**config.mk**
```make
export PLATFORM = sky130hd
export DESIGN_NAME = psr_xfer
export DESIGN_NICKNAME = d
export VERILOG_FILES = /design/src/rtl/psr_xfer_pkg.sv /design/src/rtl/psr_xfer_ctrl.sv /design/src/rtl/psr_xfer_dp.sv /design/src/rtl/psr_xfer.sv
export SDC_FILE = /design/constraint.sdc
export NUM_CORES = 1
export LEC_CHECK = 0
export ABC_AREA = 1
export CAP_MARGIN = 25
export CORE_AREA = 3 3 116 118
export DETAILED_ROUTE_END_ITERATION = 8
export DIE_AREA = 0 0 119 121
export PLACE_DENSITY = 0.65
export SLEW_MARGIN = 40
export SYNTH_ARGS = -nofsm -noshare
export SYNTH_HDL_FRONTEND = slang
export SYNTH_HIERARCHICAL = 1
export SYNTH_SLANG_ARGS = --single-unit
export TNS_END_PERCENT = 20
```
**constraint.sdc**
```tcl
create_clock -name clk -period 2.9 [get_ports clk]
set_clock_uncertainty 0.2 [all_clocks]
set_input_delay 0.58 -clock clk [delete_from_list [all_inputs] [get_ports clk]]
set_output_delay 0.58 -clock clk [all_outputs]
set_load 0.1 [all_outputs]
```
**src/rtl/psr_xfer_pkg.sv**
```systemverilog
package psr_xfer_pkg;
  localparam int DATA_W = 32;
  localparam int BYTE_N = DATA_W / 8;
  localparam int MODE_W = 5;
  localparam int ROT_W  = 4;
  localparam int IMM_W  = 8;

  localparam logic [MODE_W-1:0] MODE_USER = 5'h10;
  localparam logic [MODE_W-1:0] MODE_SYST = 5'h1F;
  localparam logic [MODE_W-1:0] MODE_SUPV = 5'h13;

  typedef struct packed {
    logic [BYTE_N-1:0] curWe;
    logic [BYTE_N-1:0] savWe;
    logic              rdLoad;
    logic              rdSaved;
    logic              rdBlock;
  } strobe_t;
endpackage

```
**src/rtl/psr_xfer_ctrl.sv**
```systemverilog
module psr_xfer_ctrl
  import psr_xfer_pkg::*;
(
  input  logic              accValid,
  input  logic              isWrite,
  input  logic              selSaved,
  input  logic              condPass,
  input  logic [BYTE_N-1:0] fieldMask,
  input  logic [MODE_W-1:0] curMode,
  output strobe_t           stb
);
  logic privileged;
  logic hasSaved;
  logic go;
  logic [BYTE_N-1:0] curWe;
  logic [BYTE_N-1:0] savWe;

  always_comb begin
    privileged = (curMode != MODE_USER);
    hasSaved   = privileged && (curMode != MODE_SYST);
    go         = accValid && condPass;
  end

  for (genvar b = 0; b < BYTE_N; b++) begin : g_lane
    localparam bit TOP_LANE = (b == BYTE_N - 1);
    assign curWe[b] = go && isWrite && !selSaved && fieldMask[b] && (TOP_LANE || privileged);
    assign savWe[b] = go && isWrite && selSaved && fieldMask[b] && hasSaved;
  end

  assign stb = '{curWe:   curWe,
                 savWe:   savWe,
                 rdLoad:  go && !isWrite,
                 rdSaved: selSaved,
                 rdBlock: selSaved && !hasSaved};
endmodule

```
**src/rtl/psr_xfer_dp.sv**
```systemverilog
module psr_xfer_dp
  import psr_xfer_pkg::*;
#(
  parameter logic [DATA_W-1:0] RESET_CUR = 32'h0000_0013
)(
  input  logic              clk,
  input  logic              rstN,
  input  strobe_t           stb,
  input  logic              useImm,
  input  logic [IMM_W-1:0]  immByte,
  input  logic [ROT_W-1:0]  rotAmt,
  input  logic [DATA_W-1:0] regOperand,
  output logic [DATA_W-1:0] curStatus,
  output logic [MODE_W-1:0] curMode,
  output logic [DATA_W-1:0] rdData,
  output logic              rdErr
);
  logic [DATA_W-1:0]   curReg;
  logic [DATA_W-1:0]   savReg;
  logic [DATA_W-1:0]   immWide;
  logic [2*DATA_W-1:0] rotPair;
  logic [DATA_W-1:0]   operand;

  always_comb begin
    immWide = {{(DATA_W-IMM_W){1'b0}}, immByte};
    rotPair = {immWide, immWide} >> {rotAmt, 1'b0};
    operand = useImm ? rotPair[DATA_W-1:0] : regOperand;
  end

  for (genvar b = 0; b < BYTE_N; b++) begin : g_byte
    always_ff @(posedge clk) begin
      if (!rstN) begin
        curReg[b*8 +: 8] <= RESET_CUR[b*8 +: 8];
        savReg[b*8 +: 8] <= '0;
      end else begin
        if (stb.curWe[b]) curReg[b*8 +: 8] <= operand[b*8 +: 8];
        if (stb.savWe[b]) savReg[b*8 +: 8] <= operand[b*8 +: 8];
      end
    end
  end

  always_ff @(posedge clk) begin
    if (!rstN) begin
      rdData <= '0;
      rdErr  <= 1'b0;
    end else begin
      rdErr <= stb.rdLoad && stb.rdSaved && stb.rdBlock;
      if (stb.rdLoad) begin
        if (!stb.rdSaved)     rdData <= curReg;
        else if (stb.rdBlock) rdData <= '0;
        else                  rdData <= savReg;
      end
    end
  end

  assign curStatus = curReg;
  assign curMode   = curReg[MODE_W-1:0];
endmodule

```
**src/rtl/psr_xfer.sv**
```systemverilog
module psr_xfer
  import psr_xfer_pkg::*;
(
  input  logic              clk,
  input  logic              rstN,
  input  logic              accValid,
  input  logic              isWrite,
  input  logic              selSaved,
  input  logic [BYTE_N-1:0] fieldMask,
  input  logic              useImm,
  input  logic [IMM_W-1:0]  immByte,
  input  logic [ROT_W-1:0]  rotAmt,
  input  logic [DATA_W-1:0] regOperand,
  input  logic              condPass,
  output logic [DATA_W-1:0] curStatus,
  output logic [DATA_W-1:0] rdData,
  output logic              rdErr
);
  strobe_t           stb;
  logic [MODE_W-1:0] curMode;

  psr_xfer_ctrl u_ctrl (
    .accValid (accValid),
    .isWrite  (isWrite),
    .selSaved (selSaved),
    .condPass (condPass),
    .fieldMask(fieldMask),
    .curMode  (curMode),
    .stb      (stb)
  );

  psr_xfer_dp #(.RESET_CUR({{(DATA_W-MODE_W){1'b0}}, MODE_SUPV})) u_dp (
    .clk       (clk),
    .rstN      (rstN),
    .stb       (stb),
    .useImm    (useImm),
    .immByte   (immByte),
    .rotAmt    (rotAmt),
    .regOperand(regOperand),
    .curStatus (curStatus),
    .curMode   (curMode),
    .rdData    (rdData),
    .rdErr     (rdErr)
  );
endmodule

```
==> results.sh <==
export IMPL_status="finished clean"
export IMPL_grt_max_degree=59
export IMPL_place_port_buffers=119
export IMPL_r2r_worst_path_cells=8
export IMPL_grt_pass1_vias=5176
export IMPL_fin_crit_ns=2.261
export IMPL_num_antenna_cells=0
export IMPL_drc=0
export IMPL_hold_buffers=0
export IMPL_h_tree_depth=3
export IMPL_dp_hpwl_um=12150
export IMPL_layout_commonest_cell="nand2_1"
export IMPL_most_common_layout_cells="nand2_1, nor2_1, dfxtp_1"
export IMPL_hold_depth=2
export IMPL_netlist_area_sq_um=4942
export IMPL_critPathMaxFanout=18
export IMPL_routabilityCongestion=0.9276
export IMPL_grt_remaining_overflow=0
export IMPL_fin_crit_sh=0.7797
export IMPL_drt_iter0_drc=501
export IMPL_ir_worst_vdd_mv=0.2190
export IMPL_yosys_warnings=6
export IMPL_dp_cells=1032
export IMPL_worstHoldStart="u_dp/savReg[4]$_SDFFE_PN0P_"
export IMPL_min_path_type="register to register"
export IMPL_setup_viol=0
export IMPL_finalMaxSlewViolations=0
export IMPL_crit_type="input port to register"
export IMPL_p_sw_uw=1029
export IMPL_reg2reg_to="u_dp/rdData[9]$_SDFFE_PN0P_"
export IMPL_synthAdderAreaFrac=0
export IMPL_wl_per_cell_um=16.13
export IMPL_crit_slowest_cell="clkdlybuf4s50_1"
export IMPL_worstPathArrival_ns=2.31
export IMPL_end_kind="register"
export IMPL_grt_use_total=0.2343
export IMPL_cts_tree="built"
export IMPL_multi_input_area_sq_um=2445
export IMPL_min_to="u_dp/rdData[4]$_SDFFE_PN0P_"
export IMPL_num_vias=5332
export IMPL_post_cts_resized=0
export IMPL_drive_gt1_frac=0.1347
export IMPL_avgSynthCellArea_sq_um=6.377
export IMPL_start_util=0.3932
export IMPL_fp_coreArea_sq_um=12570
export IMPL_max_freq_mhz=442.3
export IMPL_num_io_pins=120
export IMPL_viasPerCell=5.088
export IMPL_area_delta_synth_final_pct=29.37
export IMPL_synthMuxAreaShare=0
export IMPL_regToRegStartpoint="u_dp/curMode[4]$_SDFFE_PN1P_"
export IMPL_place_area_sq_um=6088
export IMPL_max_cap_violations=0
export IMPL_cts_setup_buffers=0
export IMPL_p_leak_uw=0.003022
export IMPL_slew_headroom=0.5461
export IMPL_p_comb_frac=0.201
export IMPL_clock_power_share=0.374
export IMPL_ys_ff_latch=97
export IMPL_ff2ff_setup_slack_ns=1.09
export IMPL_worst_endpoint_required_ns=2.95
export IMPL_numCtsBuffers=9
export IMPL_antenna_left=0
export IMPL_nFillCells=1240
export IMPL_path_cells="clkdlybuf4s50_1 > inv_4 > nand3_2 > nor2_1 > a21boi_1 > nand3_1 > nand2_1 > inv_1"
export IMPL_die_x_um=119
export IMPL_cts_root_buffer="clkbuf_16"
export IMPL_antenna_found_initial=0
export IMPL_syn_num_nets=830
export IMPL_clk_pin_slew_ns=0.07
export IMPL_row_count=41
export IMPL_stdcell_area_sq_um=6394
export IMPL_synth_cells=775
export IMPL_worstSkewPairLatency_ns=0.35
export IMPL_intPower_uw=2260
export IMPL_die_area_sq_um=14400
export IMPL_p_per_area_nw_per_um2=514.4
export IMPL_rsz0062_at_grt="no"
export IMPL_cts_max_path_buffers=2
export IMPL_regArea_sq_um=1942
export IMPL_synth_top_family_by_area="simple AND/OR/NAND/NOR gates"
export IMPL_clock_sinks=97
export IMPL_p_sw_frac=0.3128
export IMPL_synth_xor_area_share=0
export IMPL_die_h_um=121
export IMPL_fin_nets=926
export IMPL_finalSetupTns_ns=0
export IMPL_synth_compound_area_share=0.1205
export IMPL_tightestPinTransition_ns=0.6799
export IMPL_fin_cells=1048
export IMPL_synth_simple_area_share=0.3737
export IMPL_first_pass_iters=5
export IMPL_grt_pass1_wl_um=26810
export IMPL_hold_viol=0
export IMPL_yosysUniqueCellTypes=20
export IMPL_wirelength_um=16900
export IMPL_p_seq_frac=0.425
export IMPL_cp_slowest_stage_delay_ns=0.81
export IMPL_synth_yosys_seq_area_share=0.3929
export IMPL_start_kind="input port"
==> layout make-up <==
| cell class | count | share of cell area |
|---|---|---|
| Clock inverter | 5 | 0.009785 |
| Clock buffer | 11 | 0.03796 |
| Sequential cell | 97 | 0.3037 |
| Inverter | 74 | 0.04384 |
| Multi-Input combinational cell | 548 | 0.3824 |
| Timing Repair Buffer | 141 | 0.1887 |
| Tap cell | 172 | 0.03366 |
==> flip-flops by register name, summed over array words and instances, names as in the netlist <==
signal,flops
u_dp/rdData,32
u_dp/savReg,32
u_dp/curStatus,27
u_dp/curMode,5
u_dp/rdErr,1
==> metrics by stage <==
step           utilization  setup slack [ns]  power (uW)  hold slack, ns
2_1_floorplan            -             1.001        1866          0.2391
3_3_place_gp        0.4844            0.3363        2087          0.2510
3_5_place_dp        0.4844            0.3346        2084          0.2524
4_1_cts             0.5087            0.7054        3323          0.2651
5_1_grt             0.5087            0.5269        3420          0.2921
6_report            0.5087            0.6389        3289          0.2627
==> cells in the mapped netlist <==
cell / instances / area, sq um
a21boi_1: 4 / 30.03
a21oi_1: 68 / 340.3
a22oi_1: 4 / 30.03
buf_1: 1 / 3.750
buf_2: 18 / 90.09
buf_4: 10 / 75.07
buf_6: 1 / 11.26
clkbuf_1: 26 / 97.59
dfxtp_1: 97 / 1942
inv_1: 72 / 270.3
inv_2: 1 / 3.750
inv_4: 1 / 6.260
nand2_1: 166 / 623.1
nand2_2: 5 / 31.28
nand3_1: 91 / 455.4
nand3_2: 4 / 40.04
nand4_1: 25 / 156.4
nor2_1: 139 / 521.8
nor2_2: 3 / 18.77
o21ai_0: 39 / 195.2
==> worst max-delay path by stage <==
stage / start / endpoint / slack, ns / cells past startpoint
after floorplan: selSaved / u_dp/curMode[4]$_SDFFE_PN1P_ / 1.00 / 7
after global placement: rotAmt[1] / u_dp/curStatus[23]$_SDFFE_PN0P_ / 0.34 / 8
after detailed placement: rotAmt[1] / u_dp/curStatus[23]$_SDFFE_PN0P_ / 0.33 / 8
after CTS: rotAmt[1] / u_dp/curStatus[23]$_SDFFE_PN0P_ / 0.71 / 8
after global routing: rotAmt[1] / u_dp/curStatus[23]$_SDFFE_PN0P_ / 0.53 / 8
final: rotAmt[1] / u_dp/curStatus[23]$_SDFFE_PN0P_ / 0.64 / 8
==> worst max-delay path, delay by kind of cell <==
| kind | cells | cell delay [ns] |
|---|---|---|
| buffers and inverters | 3 | 1.05 |
| and+or+nand+nor | 4 | 0.35 |
| AOI/OAI and AO/OA | 1 | 0.32 |
==> metal layers <==
metal,vias to the layer above,routed length (um),part of all wire,GRT usage
li1,2671,-,-,-
met1,2397,7425,0.44,0.3004
met2,231,7518,0.44,0.3656
met3,33,1412,0.084,0.06946
met4,0,542,0.032,0.1021
met5,-,0,0,0
==> kinds of logic (layout without fill, tap and decap cells) <==
| family | after synthesis | after routing |
|---|---|---|
| simple gates | 433 | 433 |
| compound gates | 115 | 115 |
| buf+inv | 130 | 231 |
| flops | 97 | 97 |
==> power by group through the flow <==
stage	sequential, uW	combinational (uW)	clock (uW)
after CTS	1400	658	1270
after detailed placement	1430	656	0
after floorplan	1640	231	0
after global placement	1430	660	0
final	1400	659	1230
after global routing	1400	703	1320
(Power assumes the default switching activity.)
